[src/rtl/sdram_burst_pkg.sv]
package sdram_burst_pkg;
  // Burst ordering selected by the mode type bit.
  typedef enum logic {
    ORDER_SEQ = 1'b0,
    ORDER_ILV = 1'b1
  } order_e;

  // Length field encodings.
  localparam logic [2:0] LEN_1    = 3'b000;
  localparam logic [2:0] LEN_2    = 3'b001;
  localparam logic [2:0] LEN_4    = 3'b010;
  localparam logic [2:0] LEN_8    = 3'b011;
  localparam logic [2:0] LEN_PAGE = 3'b111;
endpackage

[src/rtl/burst_len_decode.sv]
module burst_len_decode
  import sdram_burst_pkg::*;
#(
  parameter int COL_W = 8
) (
  input  logic [2:0]       len_code_i,
  input  order_e           order_i,
  input  logic             wr_single_i,
  input  logic             is_write_i,
  output logic [COL_W-1:0] mask_o      // burst length minus one
);
  localparam logic [COL_W-1:0] M1 = COL_W'(0);
  localparam logic [COL_W-1:0] M2 = COL_W'(1);
  localparam logic [COL_W-1:0] M4 = COL_W'(3);
  localparam logic [COL_W-1:0] M8 = COL_W'(7);
  localparam logic [COL_W-1:0] MPAGE = {COL_W{1'b1}};

  logic [COL_W-1:0] raw_mask;

  always_comb begin
    unique case (len_code_i)
      LEN_1:    raw_mask = M1;
      LEN_2:    raw_mask = M2;
      LEN_4:    raw_mask = M4;
      LEN_8:    raw_mask = M8;
      // full page is legal only for sequential ordering
      LEN_PAGE: raw_mask = (order_i == ORDER_SEQ) ? MPAGE : M1;
      default:  raw_mask = M1;  // reserved codes act as one beat
    endcase
  end

  assign mask_o = (wr_single_i && is_write_i) ? M1 : raw_mask;
endmodule

[src/rtl/burst_addr_calc.sv]
module burst_addr_calc
  import sdram_burst_pkg::*;
#(
  parameter int COL_W = 8
) (
  input  logic [COL_W-1:0] base_i,
  input  logic [COL_W-1:0] mask_i,
  input  logic [COL_W-1:0] beat_i,
  input  order_e           order_i,
  output logic [COL_W-1:0] col_o
);
  logic [COL_W-1:0] sum;
  logic [COL_W-1:0] seq_col;
  logic [COL_W-1:0] ilv_col;

  assign sum     = base_i + beat_i;
  assign seq_col = (base_i & ~mask_i) | (sum & mask_i);
  assign ilv_col = base_i ^ (beat_i & mask_i);
  assign col_o   = (order_i == ORDER_ILV) ? ilv_col : seq_col;
endmodule

[src/rtl/burst_seq_ctrl.sv]
module burst_seq_ctrl
  import sdram_burst_pkg::*;
#(
  parameter int COL_W = 8
) (
  input  logic             clk,
  input  logic             rst,
  input  logic             load_i,
  input  logic [COL_W-1:0] ld_col_i,
  input  logic [COL_W-1:0] ld_mask_i,
  input  order_e           ld_order_i,
  input  logic             term_i,
  output logic [COL_W-1:0] col_o,
  output logic             valid_o,
  output logic             last_o
);
  logic             busy_q, last_q;
  logic [COL_W-1:0] base_q, mask_q, beat_q, col_q;
  order_e           order_q;
  logic [COL_W-1:0] beat_nxt, col_nxt;

  assign beat_nxt = beat_q + COL_W'(1);

  burst_addr_calc #(.COL_W(COL_W)) u_calc (
    .base_i  (base_q),
    .mask_i  (mask_q),
    .beat_i  (beat_nxt),
    .order_i (order_q),
    .col_o   (col_nxt)
  );

  always_ff @(posedge clk) begin
    if (rst) begin
      busy_q  <= 1'b0;
      last_q  <= 1'b0;
      base_q  <= '0;
      mask_q  <= '0;
      beat_q  <= '0;
      col_q   <= '0;
      order_q <= ORDER_SEQ;
    end else if (load_i) begin
      busy_q  <= 1'b1;
      base_q  <= ld_col_i;
      mask_q  <= ld_mask_i;
      order_q <= ld_order_i;
      beat_q  <= '0;
      col_q   <= ld_col_i;
      last_q  <= (ld_mask_i == '0);
    end else if (term_i) begin
      busy_q <= 1'b0;
      last_q <= 1'b0;
    end else if (busy_q) begin
      if (last_q) begin
        busy_q <= 1'b0;
        last_q <= 1'b0;
      end else begin
        beat_q <= beat_nxt;
        col_q  <= col_nxt;
        last_q <= (beat_nxt == mask_q);
      end
    end
  end

  assign col_o   = col_q;
  assign valid_o = busy_q;
  assign last_o  = last_q;

  // the final-beat flag is only seen on a live beat
  a_r8_last_in_burst: assert property (@(posedge clk) disable iff (rst)
    last_o |-> valid_o);

  // nothing follows the final beat unless a new burst loads
  a_r8_ends_after_last: assert property (@(posedge clk) disable iff (rst)
    (last_o && !load_i) |=> !valid_o);

  // terminate drops valid on the next cycle
  a_r9_term_drops: assert property (@(posedge clk) disable iff (rst)
    (term_i && !load_i) |=> !valid_o);

  // the loaded column is beat zero
  a_r7_first_beat: assert property (@(posedge clk) disable iff (rst)
    load_i |=> (valid_o && col_o == $past(ld_col_i)));

  // sequential beats never leave the aligned block
  a_r4_block_fixed: assert property (@(posedge clk) disable iff (rst)
    (valid_o && !last_o && !load_i && !term_i && order_q == ORDER_SEQ)
      |=> ((col_o & ~mask_q) == ($past(col_o) & ~mask_q)));
endmodule

[src/rtl/sdram_burst_colgen.sv]
module sdram_burst_colgen
  import sdram_burst_pkg::*;
#(
  parameter int COL_W = 8
) (
  input  logic             clk,
  input  logic             rst,
  input  logic             start_i,
  input  logic [COL_W-1:0] start_col_i,
  input  logic             start_wr_i,
  input  logic             intr_i,
  input  logic [COL_W-1:0] intr_col_i,
  input  logic             intr_wr_i,
  input  logic             term_i,
  input  logic [2:0]       len_code_i,
  input  logic             ilv_i,
  input  logic             wr_single_i,
  output logic [COL_W-1:0] col_o,
  output logic             valid_o,
  output logic             last_o
);
  logic             load;
  logic [COL_W-1:0] ld_col;
  logic             ld_wr;
  logic [COL_W-1:0] ld_mask;
  order_e           ld_order;

  // interrupt outranks a plain start
  assign load     = start_i | intr_i;
  assign ld_col   = intr_i ? intr_col_i : start_col_i;
  assign ld_wr    = intr_i ? intr_wr_i  : start_wr_i;
  assign ld_order = ilv_i ? ORDER_ILV : ORDER_SEQ;

  burst_len_decode #(.COL_W(COL_W)) u_dec (
    .len_code_i  (len_code_i),
    .order_i     (ld_order),
    .wr_single_i (wr_single_i),
    .is_write_i  (ld_wr),
    .mask_o      (ld_mask)
  );

  burst_seq_ctrl #(.COL_W(COL_W)) u_ctrl (
    .clk        (clk),
    .rst        (rst),
    .load_i     (load),
    .ld_col_i   (ld_col),
    .ld_mask_i  (ld_mask),
    .ld_order_i (ld_order),
    .term_i     (term_i),
    .col_o      (col_o),
    .valid_o    (valid_o),
    .last_o     (last_o)
  );
endmodule

[config.mk]
export PLATFORM = sky130hd
export DESIGN_NAME = sdram_burst_colgen
export DESIGN_NICKNAME = d
export VERILOG_FILES = /design/src/rtl/sdram_burst_pkg.sv /design/src/rtl/burst_len_decode.sv /design/src/rtl/burst_addr_calc.sv /design/src/rtl/burst_seq_ctrl.sv /design/src/rtl/sdram_burst_colgen.sv
export SDC_FILE = /design/constraint.sdc
export NUM_CORES = 1
export LEC_CHECK = 0
export ABC_AREA = 1
export ABC_CLOCK_PERIOD_IN_PS = 3700
export BUFFER_PORTS_ARGS = -buffer_cell sky130_fd_sc_hd__buf_2
export CAP_MARGIN = 5
export CORE_MARGIN = 10
export CORE_UTILIZATION = 55
export DETAILED_ROUTE_END_ITERATION = 8
export PLACE_DENSITY = 0.77
export SETUP_SLACK_MARGIN = 0.05
export SLEW_MARGIN = 5
export SYNTH_ARGS = -nofsm -noshare
export SYNTH_HDL_FRONTEND = slang
export SYNTH_SLANG_ARGS = --single-unit
[constraint.sdc]
create_clock -name clk -period 3.7 [get_ports clk]
set_clock_uncertainty 0.1 [all_clocks]
set_input_delay 1.11 -clock clk [delete_from_list [all_inputs] [get_ports clk]]
set_output_delay 1.11 -clock clk [all_outputs]
set_load 0.02 [all_outputs]
* Yosys cells after proc, flatten, opt, wreduce, memory -nomap -nowiden
Index checks and enable logic that the tools add are counted.
** Word-level totals
- Bits of input ports :: 28
- Register bits after elaboration :: 35
- Word-level logic and storage cells :: 51
** Cells by class
- Bitwise gates (word level) :: 9
- Reduce and logical (&&, ||, !) cells :: 7
- Equal/unequal tests :: 7
- Muxes and demuxes :: 19
- Add/subtract/negate cells :: 2
** Operators by type and width (number)
- 8-bit 2-to-1 mux :: 8
- 8-bit case mux with 4 select lines :: 1
- 8-bit bitwise AND :: 3
- 1-bit 2-to-1 mux :: 10
- 8-bit by 1-bit adder with 8-bit output, second input constant :: 1
- 8-bit adder :: 1
- 8-bit equality test :: 1
- 8-bit logical NOT :: 1
- 8-bit NOT :: 1
- 8-bit OR :: 1
- 8-bit XOR :: 1
- 3-bit by 2-bit equality test with 1-bit output, second input constant :: 2
- 3-bit AND reduction :: 2
- 3-bit by 1-bit equality test with 1-bit output, second input constant :: 1
- 3-bit equality test, second input constant :: 1
- 3-bit nonzero test :: 1
- 2-bit by 1-bit inequality test with 1-bit output, second input constant :: 1
- 2-bit inequality test, second input constant :: 1
- 1-bit NOT :: 2
- 2-bit nonzero test :: 1
- 2-bit OR reduction :: 1
- 1-bit logical AND :: 1
- 1-bit OR :: 1

* Depth between registers and ports, before layout
Gate-level depths: netlist of run 1.
- Depth after elaboration :: 9
- Gate-level depth with buffers :: 19

* Hierarchy
Synthesis of run 1 repeated with hierarchy kept, for this count alone.
** Unflattened totals
- Cells, all modules :: 413
- Area total of the unflattened synthesis :: 2566.2 µm²
** Modules (own cells, without submodules)
- burst_seq_ctrl :: seq. area each 700.7 µm², times used 1, cells an instance 241, area each 1717.9 µm²
- burst_addr_calc :: seq. area each 0.0 µm², times used 1, cells an instance 121, area each 623.1 µm²
- sdram_burst_colgen :: seq. area each 0.0 µm², times used 1, cells an instance 30, area each 122.6 µm²
- burst_len_decode :: seq. area each 0.0 µm², times used 1, cells an instance 21, area each 102.6 µm²

* Least setup slack after synthesis of run 1
No wires, ideal clock.
- Kind :: reg-to-reg
- From :: reg u_ctrl.beat_q[0]
- To :: reg u_ctrl.col_q[7] (netlist: u_ctrl.col_o[7])
- Arrival time :: 1.860 ns
- Stages on the path, launching flop included :: 19
- Library setup time :: 0.109 ns
- Slack :: 1.631 ns
- Required time :: 3.491 ns
- Buffers on the path :: 0
- Cell sequence :: dfxtp_1 -> ha_1 -> nand2_1 -> inv_1 -> a21o_1 -> nand2_1 -> inv_1 -> ha_1 -> nand2_1 -> nor2_1 -> inv_1 -> nor2_1 -> nor2_1 -> nand2_1 -> nand3_2 -> nand3_1 -> nand3_1 -> nand2_1 -> inv_1
** On the way
- Cells in the longest elaborated chain, start to end :: 9
** Ends and longest elaborated chain
- start: declaration :: line burst_seq_ctrl.sv:18 : logic [COL_W-1:0] base_q, mask_q, beat_q, col_q;
- start signal: assignment :: line burst_seq_ctrl.sv:57 : beat_q <= beat_nxt;
- 8-bit by 1-bit adder with 8-bit output :: line burst_seq_ctrl.sv:22 : assign beat_nxt = beat_q + COL_W'(1);
- via u_ctrl.beat_nxt[4] :: line burst_seq_ctrl.sv:20 : logic [COL_W-1:0] beat_nxt, col_nxt;
- 8-bit adder :: line burst_addr_calc.sv:16 : assign sum = base_i + beat_i;
- 8-bit bitwise AND :: line burst_addr_calc.sv:17 : assign seq_col = (base_i & ~mask_i) | (sum & mask_i);
- 8-bit OR :: line burst_addr_calc.sv:17
- 8-bit 2-to-1 mux :: line burst_addr_calc.sv:19 : assign col_o = (order_i == ORDER_ILV) ? ilv_col : seq_col;
- 8-bit 2-to-1 mux :: line burst_seq_ctrl.sv:53 : if (last_q) begin
- 8-bit 2-to-1 mux :: line burst_seq_ctrl.sv:52 : end else if (busy_q) begin
- 8-bit 2-to-1 mux :: line burst_seq_ctrl.sv:49 : end else if (term_i) begin
- 8-bit 2-to-1 mux :: line burst_seq_ctrl.sv:41 : end else if (load_i) begin
- end signal: assignment :: line burst_seq_ctrl.sv:47 : col_q <= ld_col_i;
- end signal: assignment :: line burst_seq_ctrl.sv:58 : col_q <= col_nxt;
- end: declaration :: line burst_seq_ctrl.sv:18
The timed path passes the listed nets, and every way through them passes these cells. The select of a mux whose other input is x is not followed.
A chain may end at the register's enable or synchronous reset.

* Final worst setup path of run 1
Ends and elaborated chain as after synthesis.

==> flow_summary.ini, run 1 <==
[global_route]
antenna_found_initial = 0
grt_pass1_vias = 2054
grt_max_degree = 17
grt_usage = 0.150
grt_pass1_wl_microns = 8870
gr-total-overflow = 0

[synth]
synth.avg_cell_area_sq_um = 6.72
yosysSeqAreaShare = 0.282
ys_types = 35
syn_area_sq_mm = 0.00220
ys_ff_latch = 31
yosysWarnings = 0
syn_inst = 327
syn_nets = 373

[sta]
finalSetupTns_ns = 0
fmax_mhz = 414
max_slew_margin = 0.733
hold_slack_ns = 0.412
slew_viol_final = 0
rsz0062_at_grt = false
finalSetupViolations = 0
final.min_clock_period_ns = 2.42
setup_ws_ns = 1.28
hold_viol = 0
tightest_slew_ns = 0.399
fin_crit_sh = 0.653

[routing]
drc = 0
num_vias = 2118
viasPerCell = 5.13
detail_route.first_pass.iterations = 4
dr.first_iter.drc_count = 119
wirelength_microns = 5130
ant_nets = 0
routedWlPerCell_microns = 12.4

[floorplan]
io_pins = 38
die_area_sq_mm = 0.00692
start_util = 0.583
rows = 22
core_area_sq_mm = 0.00377
die_w_microns = 83.2
die_h_microns = 83.2

[setup_path]
cp-start-kind = flip-flop
reg2reg_from = u_ctrl.beat_q[0]
path_class = reg2reg
crit_required_ns = 3.79
cp-startpoint = u_ctrl.beat_q[0]
cp-end-kind = flip-flop
r2r_slack_ns = 1.28
crit_fanout = 5
cp.arrival_ns = 2.50

[cells_and_area]
fillers = 347
regArea_sq_um = 621
drive_gt1_frac = 0.173
fin_nets = 410
antennaDiodeCount = 0
multi_input_area_sq_mm = 0.00135
layout_commonest_cell = nand2_1
final_cell_mix = 58 x nand2_1, 40 x inv_1, 40 x nor2_1
syn2layout_area_growth_pct = 12.4
post-route-util = 0.655

[power_and_ir_drop]
cellLeakagePower_uw = 0.00128
fin_total_pwr_uw = 794
ir_worst_vdd_uv = 189
p_per_area_mw_per_mm2 = 322

[min_path]
hold_start = u_ctrl.mask_q[0]
hp-class = reg2reg

[clocking]
clock_path_buffers = 2
cts_resized = 0
path_clk_slew_ns = 0.07
clock_latency_ns = 0.28
cts_tree = yes
cts_root_buf = clkbuf_8
cts_buffers = 5
cts_hold_buf = 0
postCtsSetupRepairBufs = 0
htreeDepth = 2
clock-sinks = 31

[placed_design]
place_ws_ns = 1.11
place_hpwl_microns = 4190
place.gp.congestion = 0.904
numPortBuffers = 37

[status]
status = completed

[run]
max-cap-violations = 0
-- synthesized netlist by cell type --
| cell | count | area, sq um |
|---|---|---|
| a211oi_1 | 1 | 7.51 |
| a21o_1 | 1 | 7.51 |
| a21oi_1 | 33 | 165 |
| a31oi_1 | 2 | 12.5 |
| buf_2 | 2 | 10.0 |
| buf_4 | 1 | 7.51 |
| buf_6 | 3 | 33.8 |
| clkbuf_1 | 1 | 3.75 |
| clkinv_1 | 1 | 3.75 |
| dfxtp_1 | 31 | 621 |
| fa_1 | 1 | 20.0 |
| ha_1 | 17 | 213 |
| inv_1 | 40 | 150 |
| inv_2 | 4 | 15.0 |
| inv_4 | 1 | 6.26 |
| nand2_1 | 58 | 218 |
| nand2_2 | 5 | 31.3 |
| nand3_1 | 14 | 70.1 |
| nand3_2 | 2 | 20.0 |
| nand4_1 | 2 | 12.5 |
| nor2_1 | 40 | 150 |
| nor2_2 | 1 | 6.26 |
| nor2_4 | 4 | 45.0 |
| nor3_1 | 2 | 10.0 |
| nor3_4 | 1 | 16.3 |
| nor4_1 | 1 | 6.26 |
| o211ai_1 | 1 | 7.51 |
| o21a_1 | 1 | 7.51 |
| o21ai_0 | 34 | 170 |
| o21ai_1 | 8 | 40.0 |
| o21ai_2 | 2 | 17.5 |
| o22ai_1 | 3 | 18.8 |
| or2_1 | 2 | 12.5 |
| xnor2_1 | 1 | 8.76 |
| xor2_1 | 6 | 52.6 |
-- cell type report --
type / instances / share of cell area
Inverter: 46 / 0.0710
Clock inverter: 1 / 0.00203
Tap cell: 48 / 0.0243
Clock buffer: 7 / 0.0309
Multi-Input combinational cell: 243 / 0.545
Timing Repair Buffer: 37 / 0.0750
Sequential cell: 31 / 0.251
-- path summary, 6_finish.rpt --
| path | endpoint | depth (start not counted) |
|---|---|---|
| max | u_ctrl.col_o[7] | 15 |
| min reg2reg | u_ctrl.mask_q[0] | 2 |
| min | u_ctrl.mask_q[0] | 2 |
| max reg2reg | u_ctrl.col_o[7] | 15 |
-- metal layers --
layer / vias to the layer above / track usage / routed length, microns
li1: 1149 / - / -
met1: 900 / 0.193 / 2510
met2: 60 / 0.220 / 2170
met3: 9 / 0.0508 / 341
met4: 0 / 0.0646 / 111
met5: - / 0 / 0
-- through the flow --
stage / cell area (sq um) / cells
after floorplan: 2200 / 327
after global placement: 2390 / 405
after detailed placement: 2390 / 405
after CTS: 2470 / 413
after global routing: 2470 / 413
final: 2470 / 413
-- power breakdown --
| group | total [uW] | leakage (uW) | internal (uW) | switching [uW] |
|---|---|---|---|---|
| sequential | 373 | 0.000256 | 355 | 18.5 |
| combinational | 162 | 0.000981 | 61.2 | 101 |
| clock | 258 | 0.0000422 | 132 | 127 |
-- kinds of logic (layout without fill, tap and decap cells) --
| kind of cell | count (synthesis) | after routing | synth area share |
|---|---|---|---|
| flops | 31 | 31 | 0.282 |
| buf+inv | 53 | 91 | 0.105 |
| xor+xnor | 7 | 7 | 0.0279 |
| fa+ha+maj | 18 | 18 | 0.106 |
| compound gates | 86 | 86 | 0.207 |
| simple gates | 132 | 132 | 0.272 |
-- flip-flops by register name (all words and copies together) (netlist names) --
signal / flops
u_ctrl.last_o: 1
u_ctrl.beat_q: 8
u_ctrl.mask_q: 4
u_ctrl.base_q: 8
u_ctrl.col_o: 8
u_ctrl.valid_o: 1
u_ctrl.order_q: 1
-- worst max-delay path, cell delays in order (launching register included) --
cell,delay (ns)
dfxtp_1,0.34
inv_1,0.12
nor2_4,0.20
nand3_1,0.11
xor2_1,0.36
ha_1,0.34
nand2_1,0.10
inv_1,0.05
a21oi_1,0.13
nand2_1,0.07
nand2_2,0.07
nand3_2,0.09
nand3_1,0.08
nand3_1,0.07
nand2_1,0.06
inv_1,0.03
Note: power is estimated with default switching activity, not from simulation.
==> run 2, diff against run 1 <==
--- a/config.mk
+++ b/config.mk
@@ -5,14 +5,14 @@
 export SDC_FILE = /design/constraint.sdc
 export NUM_CORES = 1
 export LEC_CHECK = 0
-export ABC_AREA = 1
-export ABC_CLOCK_PERIOD_IN_PS = 3700
+export ABC_AREA = 0
+export ABC_CLOCK_PERIOD_IN_PS = 2500
 export BUFFER_PORTS_ARGS = -buffer_cell sky130_fd_sc_hd__buf_2
 export CAP_MARGIN = 5
 export CORE_MARGIN = 10
 export CORE_UTILIZATION = 55
 export DETAILED_ROUTE_END_ITERATION = 8
-export PLACE_DENSITY = 0.77
+export PLACE_DENSITY = 0.78
 export SETUP_SLACK_MARGIN = 0.05
 export SLEW_MARGIN = 5
 export SYNTH_ARGS = -nofsm -noshare
==> constraint.sdc (replaced) <==
create_clock -name clk -period 2.5 [get_ports clk]
set_clock_uncertainty 0.1 [all_clocks]
set_input_delay 0.75 -clock clk [delete_from_list [all_inputs] [get_ports clk]]
set_output_delay 0.75 -clock clk [all_outputs]
set_load 0.02 [all_outputs]
==> run 2 against run 1 <==
Combinational power up 52%. Final cell count decreased by 9.0%. First-iteration DRC count increased by 9.2%. Clock-buffer cell count is 1 lower. Largest cell class unchanged. Flip-flop and latch count is the same. Worst setup slack worse by 1.2 ns. Utilization up 14 points. Cell area up 20%. Via count rose by 6.1%.
==> flow_summary.ini, run 2 <==
[status]
status = completed

[clocking]
clock_latency_ns = 0.28
cts_buffers = 5
clock_path_buffers = 2
cts_root_buf = clkbuf_8
path_clk_slew_ns = 0.06
cts_tree = yes
cts_hold_buf = 0
htreeDepth = 2
clock-sinks = 31

[cells_and_area]
antennaDiodeCount = 0
final_cell_mix = 37 x buf_2, 32 x nor2_1, 26 x buf_4
syn2layout_area_growth_pct = 37.8
regArea_sq_um = 638
drive_gt1_frac = 0.354
layout_commonest_cell = buf_2
multi_input_area_sq_mm = 0.00171
fillers = 240
post-route-util = 0.797
fin_nets = 373

[floorplan]
io_pins = 38
core_area_sq_mm = 0.00372
die_h_microns = 82.5
die_area_sq_mm = 0.00681
die_w_microns = 82.5
rows = 22
start_util = 0.578

[synth]
synth_top_area_cell = dfxtp_1
synth-compound-area-share = 0.224
synth-simple-area-share = 0.211
synthAdderAreaFrac = 0.108
synthMostInstantiatedCell = nor2_1
synth_edf_count = 0
synth_common_cells = 35 x nor2_1, 31 x dfxtp_1, 24 x nand2_1
ys_ff_latch = 31
synthMuxAreaShare = 0.0582
syn_nets = 314
yosysSeqAreaShare = 0.289
syn_area_sq_mm = 0.00215
yosysWarnings = 0
synth.avg_cell_area_sq_um = 8.02
synth-xor-area-share = 0.0693
ys_types = 43
synth_top_area_frac = 0.289
synth_ff_type = dfxtp_1
yosys-top-cells-area = dfxtp_1 29%, ha_1 9.9%, nor2_1 6.1%, a21oi_1 5.1%, a211oi_1 4.5%
syn_inst = 268
async_reset_ff_frac = 0
synth_top_family_by_area = compound AO/OA/AOI/OAI gates

[global_route]
grt_pass1_wl_microns = 9590
gr-total-overflow = 0
grt_usage = 0.179
grt_max_degree = 24
antenna_found_initial = 0
grt_pass1_vias = 2079

[run]
max-cap-violations = 0

[power_and_ir_drop]
cellLeakagePower_uw = 0.00127
ir_worst_vdd_uv = 390
fin_total_pwr_uw = 1310
p_per_area_mw_per_mm2 = 441

[sta]
slew_viol_final = 0
finalSetupTns_ns = 0
final.min_clock_period_ns = 2.46
fin_crit_sh = 0.984
finalSetupViolations = 0
max_slew_margin = 0.588
tightest_slew_ns = 0.617
fmax_mhz = 406
hold_viol = 0
rsz0062_at_grt = true

[routing]
detail_route.first_pass.iterations = 5
viasPerCell = 5.98
drc = 0
dr.first_iter.drc_count = 130
wirelength_microns = 6440
routedWlPerCell_microns = 17.1
num_vias = 2248
ant_nets = 0

[setup_path]
cp-start-kind = flip-flop
cp.arrival_ns = 2.52
crit_fanout = 4
path_class = reg2reg
cp-end-kind = flip-flop
crit_required_ns = 2.56

[placed_design]
place_hpwl_microns = 4210
numPortBuffers = 37
place.gp.congestion = 0.840

[min_path]
hp-class = reg2reg
run 2: logic make-up (layout without fill, tap and decap cells):
logic type / Yosys count / in the layout
XOR/XNOR: 17 / 17
flip-flops: 31 / 31
AND/OR/NAND/NOR: 97 / 97
AO/OA/AOI/OAI: 71 / 71
multiplexers: 12 / 12
adder cells (fa/ha/maj): 18 / 18
buffers and inverters: 22 / 82
run 2: area by class of cell:
cell class / count / area share
Multi-Input combinational cell: 215 / 0.579
Sequential cell: 31 / 0.216
Timing Repair Buffer: 64 / 0.132
Clock buffer: 6 / 0.0279
Tap cell: 48 / 0.0203
Inverter: 10 / 0.0135
Clock inverter: 2 / 0.0118
run 2: power breakdown:
part,internal (uW),total (uW),switching [uW]
clock network,322,512,189
logic,113,246,133
registers,516,547,31.8
run 2: timing repair:
| action | in CTS | in global routing |
|---|---|---|
| pin swaps | 6 | 19 |
| buffers inserted | 2 | 7 |
| setup endpoints to repair | 4 | 6 |
| resized for setup | 17 | 38 |
| gates cloned | 0 | 0 |
run 2: layer usage:
metal	track usage	vias up	wire (microns)
li1	-	1087	-
met4	0.0585	0	112
met3	0.0454	16	377
met1	0.214	1080	2610
met5	0	-	0
met2	0.306	65	3340
run 2: path summary, 6_finish.rpt:
| kind | start | endpoint | slack (ns) | cells past startpoint |
|---|---|---|---|---|
| worst max-delay path | u_ctrl.beat_q[0] | u_ctrl.col_o[7] | 0.04 | 11 |
| worst min-delay path | u_ctrl.beat_q[0] | u_ctrl.beat_q[0] | 0.41 | 2 |
| worst max register to register | u_ctrl.beat_q[0] | u_ctrl.col_o[7] | 0.04 | 11 |
| worst min register to register | u_ctrl.beat_q[0] | u_ctrl.beat_q[0] | 0.41 | 2 |
run 2: critical path, stage by stage, from the launching register on:
cell and delay, ns:
dfxtp_4 0.38, ha_4 0.19, nand3_4 0.14, nor2_4 0.16, xor2_2 0.17, ha_1 0.26
inv_1 0.09, nor2_2 0.06, a2111o_1 0.40, nand4_1 0.12, mux2i_1 0.21, nor2_1 0.07
run 2: metrics by stage:
stage               instances  setup WS, ns  hold slack, ns  area [sq um]
finish                    376        0.0398           0.408          2960
global route              376       -0.0762           0.435          2960
CTS                       370        0.0507           0.401          2710
detailed placement        360        -0.102           0.392          2490
global placement          360       -0.0294           0.376          2490
floorplan                 268        0.0547           0.368          2150
